## config.mk

```make
export PLATFORM = sky130hd
export DESIGN_NAME = oclk_div_slip
export DESIGN_NICKNAME = d
export VERILOG_FILES = /design/src/rtl/oclk_div_pkg.sv /design/src/rtl/oclk_slip_sync.sv /design/src/rtl/oclk_div_ctrl.sv /design/src/rtl/oclk_div_dp.sv /design/src/rtl/oclk_div_slip.sv
export SDC_FILE = /design/constraint.sdc
export NUM_CORES = 1
export LEC_CHECK = 0
export ABC_AREA = 1
export CAP_MARGIN = 30
export CORE_AREA = 4 4 41 43
export CTS_CLUSTER_SIZE = 14
export DETAILED_ROUTE_END_ITERATION = 12
export DIE_AREA = 0 0 45 47
export PLACE_DENSITY = 0.39
export SYNTH_ARGS = -nofsm -noshare
export SYNTH_HDL_FRONTEND = slang
export SYNTH_HIERARCHICAL = 1
export SYNTH_SLANG_ARGS = --single-unit
```

## constraint.sdc

```tcl
create_clock -name clk -period 0.86 [get_ports clk]
set_input_delay 0.215 -clock clk [delete_from_list [all_inputs] [get_ports clk]]
set_output_delay 0.215 -clock clk [all_outputs]
set_load 0.01 [all_outputs]
```

## src/rtl/oclk_div_pkg.sv

```systemverilog
package oclk_div_pkg;

  typedef enum logic {
    RATIO_ONE = 1'b0,
    RATIO_TWO = 1'b1
  } ratio_e;

  // strobes from control to datapath, one set per input cycle
  typedef struct packed {
    logic riseStb;   // output clock rises in the coming cycle
    logic doneStb;   // that rise is the slip-adjusted edge
  } ctrl_stb_t;

endpackage

```

## src/rtl/oclk_slip_sync.sv

```systemverilog
module oclk_slip_sync #(
  parameter int STAGES = 2
) (
  input  logic clk,
  input  logic rstN,
  input  logic bitIn,
  output logic edgeOut
);

  logic [STAGES-1:0] chainQ;
  logic              lastQ;

  initial begin
    stages_min_chk: assert (STAGES >= 2)
      else $error("synchronizer needs at least two stages");
  end

  // flops reset to 1 so a bit already high at reset is not seen as a rise
  always_ff @(posedge clk) begin
    if (!rstN) begin
      chainQ <= '1;
      lastQ  <= 1'b1;
    end else begin
      chainQ <= {chainQ[STAGES-2:0], bitIn};
      lastQ  <= chainQ[STAGES-1];
    end
  end

  assign edgeOut = chainQ[STAGES-1] & ~lastQ;

endmodule

```

## src/rtl/oclk_div_ctrl.sv

```systemverilog
module oclk_div_ctrl
  import oclk_div_pkg::*;
(
  input  logic      clk,
  input  logic      rstN,
  input  logic      slipEdge,
  input  logic      enQ,
  input  ratio_e    modeQ,
  output ctrl_stb_t stb
);

  logic pendQ;
  logic adjQ;
  logic holdNow;
  logic riseNow;

  // take a pending slip: at ratio one at once, at ratio two only in a
  // low cycle that would otherwise be followed by a rise
  always_comb begin
    holdNow = pendQ && !adjQ && ((modeQ == RATIO_ONE) || !enQ);
    if (modeQ == RATIO_ONE) begin
      riseNow = 1'b1;
    end else begin
      riseNow = !enQ && !holdNow;
    end
    stb.riseStb = riseNow;
    stb.doneStb = riseNow && adjQ;
  end

  always_ff @(posedge clk) begin
    if (!rstN) begin
      pendQ <= 1'b0;
      adjQ  <= 1'b0;
    end else begin
      if (slipEdge) begin
        pendQ <= 1'b1;
      end else if (holdNow) begin
        pendQ <= 1'b0;
      end
      if (holdNow) begin
        adjQ <= 1'b1;
      end else if (riseNow) begin
        adjQ <= 1'b0;
      end
    end
  end


  pend_from_edge_chk: assert property (@(posedge clk) disable iff (!rstN)
    $rose(pendQ) |-> $past(slipEdge))
    else $error("slip pending without a synchronized rise");


  div1_every_cycle_chk: assert property (@(posedge clk) disable iff (!rstN)
    (modeQ == RATIO_ONE && enQ) |=> enQ)
    else $error("ratio one missed an output edge");

endmodule

```

## src/rtl/oclk_div_dp.sv

```systemverilog
module oclk_div_dp
  import oclk_div_pkg::*;
(
  input  logic      clk,
  input  logic      rstN,
  input  logic      divSel,
  input  ctrl_stb_t stb,
  output logic      enQ,
  output ratio_e    modeQ,
  output logic      doneQ
);

  always_ff @(posedge clk) begin
    if (!rstN) begin
      enQ   <= 1'b0;
      modeQ <= RATIO_ONE;
      doneQ <= 1'b0;
    end else begin
      enQ   <= stb.riseStb;
      doneQ <= stb.doneStb;
      if (stb.riseStb) begin
        modeQ <= ratio_e'(divSel);
      end
    end
  end


  div2_no_back_to_back_chk: assert property (@(posedge clk) disable iff (!rstN)
    (modeQ == RATIO_TWO && enQ) |=> !enQ)
    else $error("ratio two produced consecutive edges");


  ratio_at_edge_chk: assert property (@(posedge clk) disable iff (!rstN)
    !$stable(modeQ) |-> enQ)
    else $error("ratio changed away from an output edge");


  done_on_edge_chk: assert property (@(posedge clk) disable iff (!rstN)
    doneQ |-> enQ)
    else $error("slip acknowledge off the output edge");


  done_single_chk: assert property (@(posedge clk) disable iff (!rstN)
    doneQ |=> !doneQ)
    else $error("slip acknowledge wider than one cycle");

endmodule

```

## src/rtl/oclk_div_slip.sv

```systemverilog
module oclk_div_slip
  import oclk_div_pkg::*;
#(
  parameter int SYNC_STAGES = 2
) (
  input  logic clk,
  input  logic rstN,
  input  logic divSel,
  input  logic slipBit,
  output logic clkEn,
  output logic slipDone
);

  logic      slipEdge;
  logic      enQ;
  ratio_e    modeQ;
  logic      doneQ;
  ctrl_stb_t stb;

  oclk_slip_sync #(.STAGES(SYNC_STAGES)) sync_i (
    .clk     (clk),
    .rstN    (rstN),
    .bitIn   (slipBit),
    .edgeOut (slipEdge)
  );

  oclk_div_ctrl ctrl_i (
    .clk      (clk),
    .rstN     (rstN),
    .slipEdge (slipEdge),
    .enQ      (enQ),
    .modeQ    (modeQ),
    .stb      (stb)
  );

  oclk_div_dp dp_i (
    .clk    (clk),
    .rstN   (rstN),
    .divSel (divSel),
    .stb    (stb),
    .enQ    (enQ),
    .modeQ  (modeQ),
    .doneQ  (doneQ)
  );

  assign clkEn    = enQ;
  assign slipDone = doneQ;


  reset_quiet_chk: assert property (@(posedge clk)
    !$past(rstN) |-> (!clkEn && !slipDone))
    else $error("outputs active after reset");

endmodule

```

==> metrics.md, run 1 <==
| Metric | Value |
|---|---|
| Outcome | complete, but fails checks |
| Failing checks | setup timing |
| Wire per inst | between 7 and 8 um |
| GRT Util Overall | 5.86% |
| Power per Cell Area | between 1500 and 2000 mW/mm^2 |
| # diodes | 0 |
| Worst-path maximum fanout | 2 |
| Met2 Wirelength | around 210 um |
| Crit path required time | approximately 0.64 ns |
| Worst hold slack | 0.408 ns |
| First-pass DRT Iterations | 2 |
| Hold WC Path Type | reg -> reg |
| Final Critical Period | approximately 0.9 ns |
| Setup TNS | -0.0690 ns |
| Final period util | 104% |
| Post-synth top area share | 53.3% |
| Setup slack after layout | -0.0356 ns |
| CP top delay family | flip-flops |
| Post-CTS setup buffer count | 0 |
| Congestion Overflow GR | 0 |
| Cell Area, Synth | between 300 and 400 um^2 |
| Worst setup SP type | register |
| Data arrival, critical path | around 0.68 ns |
| Post-synth cell types | 11 |
| Via Count | 238 |
| Starting Density | 23.1% |
| Die Wd | 45 um |
| Avg Synthesized Cell Area | between 7 and 8 um^2 |
| Clock-pin slew on the worst setup and hold paths | 0.05 ns |
| Vias in the first global route | 212 |
| Wire length on met3 | between 40 and 50 um |
| Synth warn | 6 |
| Final Max Tran Viols | 0 |
| Core box area | 0.00130 mm^2 |
| Relative slew slack | 85.1% |
| Layout area overhead | 47.5% |
| Nets | 56 |
| Share of layout cells above drive strength 1 | between 40% and 50% |
| Uppermost routed layer | met4 |
| CTS tree | yes |
| Peak VDD IR | 0.785 mV |
| Placed wire-length estimate | approximately 360 um |
| DR iter-0 viols | 4 |
| Final setup viols | 5 |
| Worst-margin pin slew | ~0.22 ns |
| Crit-path max cell delay | 0.32 ns |
| Syn Inst Count | 40 |
| Clock skew | between 0.0003 and 0.0004 ns |
| Final Wtd Congestion | about 0.68 |
| Met1 wire length | ~200 um |
| Largest area contributor in the netlist | dfxtp_1 |
| First-pass GRT wire length | roughly 750 um |
| Post-CTS Hold Fix Bufs | 0 |
| Slowest-stage cell, CP | dfxtp_2 |
| Root Buffer | clkbuf_4 |
| Top cells by area, synth | dfxtp_1, inv_1, nand2_1, nor2_1, nor2_2 |
| Syn Nets | 44 |
| Buf/Inv on CP | 1 |
| RSZ-0062 raised after global routing | yes |
| CP endpoint kind | output port |
| Num CTS Buffers | 3 |
| Row cnt | 13 |
| Clock sink total | 8 |
| Maximum clock frequency | about 1100 MHz |
| Top-Level Pins | 6 |
| Antenna Nets Post-Route | 0 |
| I/O Buffers | 5 |
| Number of vias per cell | approximately 3.7 |
| Largest net degree at the start of global routing | 8 |
| DRC violations left | 0 |
| Worst-case clock buffer depth | 2 |
| Sequential share of the synthesized area | between 50 and 60% |
| H-Tree Depth | 1 |
| Antenna violations before repair | 0 |
| Final Hold Fails | 0 |
| Worst-skew pair later-pin latency | 0.24 ns |
| Wirelength, routed | ~470 um |
| Flops & latches, synth | 8 |
| Crit path kind | reg -> out |
| Total of max-cap violations | 0 |
| DIE HEIGHT | approximately 47 um |
| Die area | ~0.0021 mm^2 |
| Crit-path cells | buf_6 |
| LEAKAGE | approximately 0.22 nW |
[final timing paths]
| check | from | end | slack, ns | depth (start not counted) |
|---|---|---|---|---|
| max reg2reg | dp_i/enQ | ctrl_i/pendQ | -0.01 | 6 |
| min reg2reg | sync_i/chainQ[0] | sync_i/chainQ[1] | 0.41 | 2 |
| max | dp_i/enQ | clkEn | -0.04 | 1 |
| min | sync_i/chainQ[0] | sync_i/chainQ[1] | 0.41 | 2 |
[timing repair]
| action | in CTS | in global routing |
|---|---|---|
| cloned | 0 | 0 |
| pin swaps | 3 | 4 |
| setup endpoints to repair | 6 | 6 |
| resized for setup | 13 | 6 |
[cell usage after synthesis]
| cell | count |
|---|---|
| nand2_1 | 9 |
| inv_2 | 1 |
| inv_1 | 10 |
| nor2_2 | 2 |
| nand3_1 | 2 |
| a21oi_2 | 1 |
| buf_4 | 1 |
| dfxtp_1 | 8 |
| a21oi_1 | 1 |
| nor2_1 | 4 |
| nand2_2 | 1 |
[report_power, final]
part | switching [W] | internal, W
registers | 0.0000113 | 0.000387
logic | 0.0000347 | 0.0000438
clock network | 0.000111 | 0.000159
[layer usage]
layer  vias up  GRT usage [%]
met5         -              0
met4         0           8.77
met3         2           4.21
met2         5           7.63
met1        98           4.81
li1        133              -
[metrics by stage]
step                std cells  utilization, %  setup slack, ns  area, um^2  power (W)
floorplan                  40               -         -0.00760         315   0.000440
global placement           62            30.4           -0.198         395   0.000472
detailed placement         62            30.4           -0.221         395   0.000471
CTS                        65            32.7          -0.0396         425   0.000758
global route               65            34.0          -0.0683         443   0.000785
finish                     65            34.0          -0.0356         443   0.000746
[sequential cells by signal, summed over array words and instances, names as in the netlist]
register / flops
sync_i/chainQ: 2
ctrl_i/adjQ: 1
ctrl_i/pendQ: 1
dp_i/doneQ: 1
dp_i/enQ: 1
dp_i/modeQ: 1
sync_i/lastQ: 1
[layout make-up]
cell class                      count  area, um^2
Multi-Input combinational cell     20         115
Clock buffer                        3        22.5
Inverter                           11        43.8
Sequential cell                     8         166
Tap cell                           15        18.8
Fill cell                         143         858
Timing Repair Buffer                8        76.3
[layout by cell type, fill, tap and decap left out, drive strengths merged]
master	netlist	routed
a21oi	2	2
buf	1	5
clkbuf	0	3
clkdlybuf4s50	0	3
dfxtp	8	8
inv	11	11
nand2	10	10
nand3	2	2
nor2	6	6
[cells by family (layout without fill, tap and decap cells)]
| logic type | Yosys count | in the layout | share of synthesized area (%) |
|---|---|---|---|
| flops | 8 | 8 | 53.3 |
| compound gates | 2 | 2 | 4.58 |
| simple gates | 18 | 18 | 25.8 |
| buf+inv | 12 | 22 | 16.3 |
Power figures use the tool's default switching activity.
==> run 2, diff against run 1 <==
ABC_AREA = not set   (was 1)
PLACE_DENSITY = 0.38   (was 0.39)
==> metrics.md, run 2 <==
| Metric | Value |
|---|---|
| Top cells by count, synth | dfxtp_1, nand2b_1, and2_2, nand2_1, o21ai_0 |
| Main combinational cell family by area after synthesis | simple AND/OR/NAND/NOR gates |
| Largest net degree at the start of global routing | 9 (+1) |
| Area share of fa/ha/maj cells after synthesis | 0% (unchanged) |
| Post-CTS setup buffer count | 0 (unchanged) |
| Core box area | 0.00130 mm^2 (unchanged) |
| Ys flop type | dfxtp_1 |
| Wire per inst | 9.08 um (+24%) |
| Worst setup SP type | register |
| Crit-path max cell delay | 0.32 ns (about the same) |
| Max FFs per register | 2 (unchanged) |
| Starting Density | 22.2% (-0.87 points) |
| CP endpoint kind | register |
| Nets | 43 (-23%) |
| Slowest-stage cell, CP | dfxtp_2 |
| Synth Area in Compound Gates | 9.09% (+4.5 points) |
| Clock-pin slew on the worst setup and hold paths | 0.06 ns (about the same) |
| Crit-path cells | buf_6 -> o21ai_4 -> mux2i_1 -> nor2b_1 |
| Post-synth cell types | 15 (+4) |
| LEAKAGE | 0.168 nW (-25%) |
| Syn Inst Count | 27 (-33%) |
| Outcome | complete, but fails checks |
| Avg Synthesized Cell Area | 10.7 um^2 (+43%) |
| I/O Buffers | 5 (unchanged) |
| Peak VDD IR | 0.702 mV (-11%) |
| Top cells by area, synth | dfxtp_1, nand2b_1, and2_2, nor2b_4, a21boi_2 |
| RSZ-0062 raised after global routing | yes |
| DR iter-0 viols | 1 (-3) |
| CTS tree | yes |
| Fillers | 137 (-4.2%) |
| Cell Area, Synth | 289 um^2 (-3.8%) |
| Sequential share of the synthesized area | 55.4% (+2.1 points) |
| Post-synth top area share | 55.4% (+2.1 points) |
| Post-CTS Hold Fix Bufs | 0 (unchanged) |
| Worst-case clock buffer depth | 2 (unchanged) |
| # diodes | 0 (unchanged) |
| Final period util | 109% (+5.3 points) |
| Root Buffer | clkbuf_4 |
| Crit path kind | reg -> reg |
| Post-Place Cells | 49 (-21%) |
| Largest area contributor in the netlist | dfxtp_1 |
| Worst-path maximum fanout | 3 (+1) |
| Share of layout cells above drive strength 1 | 48.6% (+0.65 points) |
| Final Hold Fails | 0 (unchanged) |
| First-pass GRT wire length | 724 um (-3.7%) |
| Failing checks | setup timing |
| Final setup viols | 5 (unchanged) |
| Worst-margin pin slew | 0.255 ns (+0.0319 ns) |
| DIE HEIGHT | 47 um (unchanged) |
| Clock sink total | 8 (unchanged) |
| Clock skew | 0.00589 ns (+0.00558 ns) |
| Hold WC Path Type | in -> reg |
| DRC violations left | 0 (unchanged) |
| Mux cell area share after synthesis | 3.46% (+3.5 points) |
| Number of vias per cell | 3.96 (+8.2%) |
| Final Max Tran Viols | 0 (unchanged) |
| Leading cell types in the layout, fill and taps excluded | dfxtp_2, dfxtp_1, clkbuf_4, nand2b_1 |
| Vias in the first global route | 189 (-11%) |
| Setup slack after layout | -0.0814 ns (-0.0459 ns) |
| H-Tree Depth | 1 (unchanged) |
| Worst-skew pair later-pin latency | 0.25 ns (about the same) |
| Die Wd | 45 um (unchanged) |
| Final Critical Period | 0.941 ns (+0.0459 ns) |
| Synth async-reset ratio | 0% (unchanged) |
| Via Count | 206 (-13%) |
| EDFF count, synth | 0 (unchanged) |
| Most flops, register | sync_i/chainQ |
| Relative slew slack | 83.0% (-2.1 points) |
| Antenna violations before repair | 0 (unchanged) |
| Top-Level Pins | 6 (unchanged) |
| Non-Filler Instances | 52 (-20%) |
| Flops & latches, synth | 8 (unchanged) |
| GRT Util Overall | 5.54% (-0.32 points) |
| Synth warn | 6 (unchanged) |
| Wirelength, routed | 472 um (-0.42%) |
| First-pass DRT Iterations | 2 (unchanged) |
| Post-Synth XOR/XNOR Area | 0% (unchanged) |
| Antenna Nets Post-Route | 0 (unchanged) |
| Crit path required time | 1.00 ns (+0.36 ns) |
| Most frequent cell after synthesis | dfxtp_1 |
| Layout area overhead | 41.6% |
| Maximum clock frequency | 1060 MHz (-4.9%) |
| Row cnt | 13 (unchanged) |
| Power per Cell Area | 1790 mW/mm^2 (+6.2%) |
| Data arrival, critical path | 1.08 ns (+0.40 ns) |
| Syn Nets | 31 (-30%) |
| Final Total Pwr | 0.000732 W (-1.9%) |
| Num CTS Buffers | 3 (unchanged) |
| Total of max-cap violations | 0 (unchanged) |
| Congestion Overflow GR | 0 (unchanged) |
| Post-Synth Simple-Gate Area | 29.4% (+3.6 points) |
| Die area | 0.00212 mm^2 (unchanged) |
[run 2: cell count changes after synthesis, moves of 2 or more]
cell	change
and2_2	+2
inv_1	-10
nand2_1	-7
nand2b_1	+3
nor2_1	-3
nor2_2	-2
o21ai_0	+2
[run 2: cell type report]
class / instances / area [um^2] / share of cell area [%]
well taps: 15 / 18.8 / 4.59
flip-flops and latches: 8 / 165 / 40.4
repair buffers: 8 / 65.1 / 15.9
multi-input cells: 18 / 138 / 33.6
clock buffers: 3 / 22.5 / 5.50
[run 2: report_power, final]
part,switching [W],internal (W),total (W)
clock,0.000121,0.000159,0.000280
sequential,0.00000923,0.000385,0.000394
combinational,0.0000207,0.0000367,0.0000573
total,0.000151,0.000581,0.000732
[run 2: metal layers]
metal	vias up	global-route usage (%)	wire, um
li1	108	-	-
met1	93	4.34	195
met2	5	8.47	239
met3	0	3.45	37
met4	0	7.02	0
met5	-	0	0
[run 2: cells by family after synthesis]
group / after synthesis
DFF: 8
muxes: 1
AOI/OAI and AO/OA: 4
buffers and inverters: 1
and+or+nand+nor: 13
[run 2: critical path: cells and delay by family, from the launching register on]
family                 cells  cell delay (ns)
muxes                      1             0.19
and+or+nand+nor            1             0.06
DFF                        1             0.32
buffers and inverters      1             0.12
AOI/OAI and AO/OA          1             0.14
[run 2: final timing paths]
check | cells after the start | startpoint | to | slack [ns]
max | 4 | dp_i/enQ | dp_i/modeQ | -0.08
max reg2reg | 4 | dp_i/enQ | dp_i/modeQ | -0.08
min reg2reg | 1 | sync_i/chainQ[0] | sync_i/chainQ[1] | 0.41
min | 2 | rstN | sync_i/chainQ[0] | 0.41
[run 2: what timing repair did]
action	CTS	global route
gates resized for setup	12	2
setup endpoints to repair	6	6
pin swaps	1	1
[run 2: through the flow]
stage / utilization [%] / hold slack, ns / setup slack, ns / TNS, ns / cell area [um^2]
2_1_floorplan: - / 0.288 / -0.0928 / -0.121 / 297
3_3_place_gp: 29.2 / 0.390 / -0.270 / -1.95 / 380
3_5_place_dp: 29.2 / 0.401 / -0.308 / -2.08 / 380
4_1_cts: 31.3 / 0.404 / -0.0880 / -0.314 / 407
5_1_grt: 31.4 / 0.403 / -0.118 / -0.440 / 409
6_report: 31.4 / 0.409 / -0.0814 / -0.236 / 409
==> run 3, diff against run 2 <==
PLACE_DENSITY = not set   (was 0.38)
==> metrics.md, run 3 (synthesis results as in run 2) <==
| Metric | Value |
|---|---|
| Worst-case clock buffer depth | 2 (unchanged) |
| Nets | 45 (+4.7%) |
| Data arrival, critical path | 1.06 ns (-0.02 ns) |
| First-pass GRT wire length | 759 um (+4.8%) |
| R2r endpoint | dp_i/modeQ |
| DRC violations left | 0 (unchanged) |
| Final Max Tran Viols | 0 (unchanged) |
| Relative slew slack | 84.4% (+1.3 points) |
| RR Startpoint | dp_i/enQ |
| Final period util | 108% (-1.7 points) |
| Failing checks | setup timing |
| Die Wd | 45 um (unchanged) |
| Layout area overhead | 47.6% |
| Maximum clock frequency | 1080 MHz (+1.6%) |
| Worst-margin pin slew | 0.235 ns (-0.0202 ns) |
| CP Launch Point | dp_i/enQ |
| # diodes | 0 (unchanged) |
| Number of vias per cell | 4.00 (+0.97%) |
| Post-Place Cells | 50 (+2.0%) |
| Hold WC Path Type | in -> reg |
| Fillers | 140 (+2.2%) |
| Row cnt | 13 (unchanged) |
| Max FFs per register | 2 (unchanged) |
| Wirelength, routed | 425 um (-10%) |
| Largest net degree at the start of global routing | 9 (unchanged) |
| Wire per inst | 7.87 um (-13%) |
| Clock sink total | 8 (unchanged) |
| Share of layout cells above drive strength 1 | 53.8% (+5.2 points) |
| Leading cell types in the layout, fill and taps excluded | dfxtp_2, buf_4, dfxtp_1, clkbuf_4, nand2b_1 |
| Non-Filler Instances | 54 (+3.8%) |
| Setup slack after layout | -0.0667 ns (+0.0147 ns) |
| Power per Cell Area | 1700 mW/mm^2 (-4.9%) |
| Worst-path maximum fanout | 3 (unchanged) |
| Final Total Pwr | 0.000725 W (-0.85%) |
| Total of max-cap violations | 0 (unchanged) |
| DIE HEIGHT | 47 um (unchanged) |
| R2r setup slk | -0.07 ns (about the same) |
| Util after Layout | 32.8% (+1.3 points) |
| Post-CTS Hold Fix Bufs | 0 (unchanged) |
| CP endpoint kind | register |
| DR iter-0 viols | 3 (+2) |
| Antenna violations before repair | 0 (unchanged) |
| I/O Buffers | 5 (unchanged) |
| Final Hold Fails | 0 (unchanged) |
| CTS tree | yes |
| Starting Density | 22.2% (unchanged) |
| Num CTS Buffers | 3 (unchanged) |
| Clock skew | 0.00116 ns (-0.00473 ns) |
| Peak VDD IR | 1.02 mV (+45%) |
| LEAKAGE | 0.180 nW (+6.8%) |
| Via Count | 216 (+4.9%) |
| Final Critical Period | 0.927 ns (-0.0147 ns) |
| Die area | 0.00212 mm^2 (unchanged) |
| Clock-pin slew on the worst setup and hold paths | 0.05 ns (about the same) |
| Final setup viols | 4 (-1) |
| Vias in the first global route | 183 (-3.2%) |
| Depth of the worst register-to-register path | 4 (unchanged) |
| Worst-skew pair later-pin latency | 0.25 ns (about the same) |
| Congestion Overflow GR | 0 (unchanged) |
| Crit path required time | 1.00 ns (about the same) |
| Crit path kind | reg -> reg |
| Root Buffer | clkbuf_4 |
| Most flops, register | sync_i/chainQ |
| Core box area | 0.00130 mm^2 (unchanged) |
| Top-Level Pins | 6 (unchanged) |
| Setup crit end | dp_i/modeQ |
| Antenna Nets Post-Route | 0 (unchanged) |
| Hold depth | 2 (unchanged) |
| RSZ-0062 raised after global routing | yes |
| Worst hold slack | 0.397 ns (-0.0124 ns) |
| Final Wtd Congestion | slightly below 0.7 |
| H-Tree Depth | 1 (unchanged) |
| First-pass DRT Iterations | 4 (+2) |
| Outcome | complete, but fails checks |
| GRT Util Overall | 5.71% (+0.17 points) |
| Worst setup SP type | register |
## run 3: cell types whose count changed in the layout (fill, tap and decap cells not counted), sizes merged
cell,previous run,this run
buf,5,7
## run 3: report_power, final
| group | switching (W) | internal (W) | total [W] | leakage, nW |
|---|---|---|---|---|
| registers | 0.00000860 | 0.000385 | 0.000394 | 0.0671 |
| clock network | 0.000115 | 0.000159 | 0.000274 | 0.0138 |
| logic | 0.0000202 | 0.0000372 | 0.0000574 | 0.0990 |
## run 3: metal layers
| metal | GRT usage [%] | vias to the layer above | wire, um |
|---|---|---|---|
| met1 | 6.67 | 96 | 187 |
| li1 | - | 113 | - |
| met5 | 0 | - | 0 |
| met4 | 3.51 | 0 | 0 |
| met3 | 5.75 | 0 | 47 |
| met2 | 6.21 | 7 | 189 |
## run 3: area by class of cell
type / count / area, um^2 / share of cell area [%]
Clock buffer: 3 / 22.5 / 5.28
Multi-Input combinational cell: 18 / 140 / 32.8
Sequential cell: 8 / 165 / 38.7
Tap cell: 15 / 18.8 / 4.40
Timing Repair Buffer: 10 / 80.1 / 18.8
## run 3: metrics by stage
step / TNS [ns] / setup slack (ns) / instance area [um^2]
floorplan: -0.121 / -0.0928 / 297
CTS: -0.231 / -0.0682 / 414
detailed placement: -2.03 / -0.282 / 388
global route: -0.334 / -0.112 / 427
finish: -0.167 / -0.0667 / 427
global placement: -1.98 / -0.270 / 388
## run 3: how the worst min path moves through the flow
stage	slack, ns	from	endpoint
floorplan	0.29	rstN	sync_i/lastQ
global placement	0.39	sync_i/chainQ[0]	sync_i/chainQ[1]
detailed placement	0.40	sync_i/chainQ[0]	sync_i/chainQ[1]
CTS	0.40	rstN	sync_i/lastQ
global route	0.41	rstN	sync_i/chainQ[1]
finish	0.40	rstN	sync_i/chainQ[1]
## run 3: what timing repair did
item                       CTS  global route
setup endpoints to repair    6             6
buffers inserted             0             1
pin swaps                    1             1
gates resized for setup     12             3
## run 3: critical path: stages, from the launching register on
cell     delay, ns
dfxtp_2       0.32
buf_6         0.11
o21ai_4       0.15
mux2i_1       0.19
nor2b_1       0.05
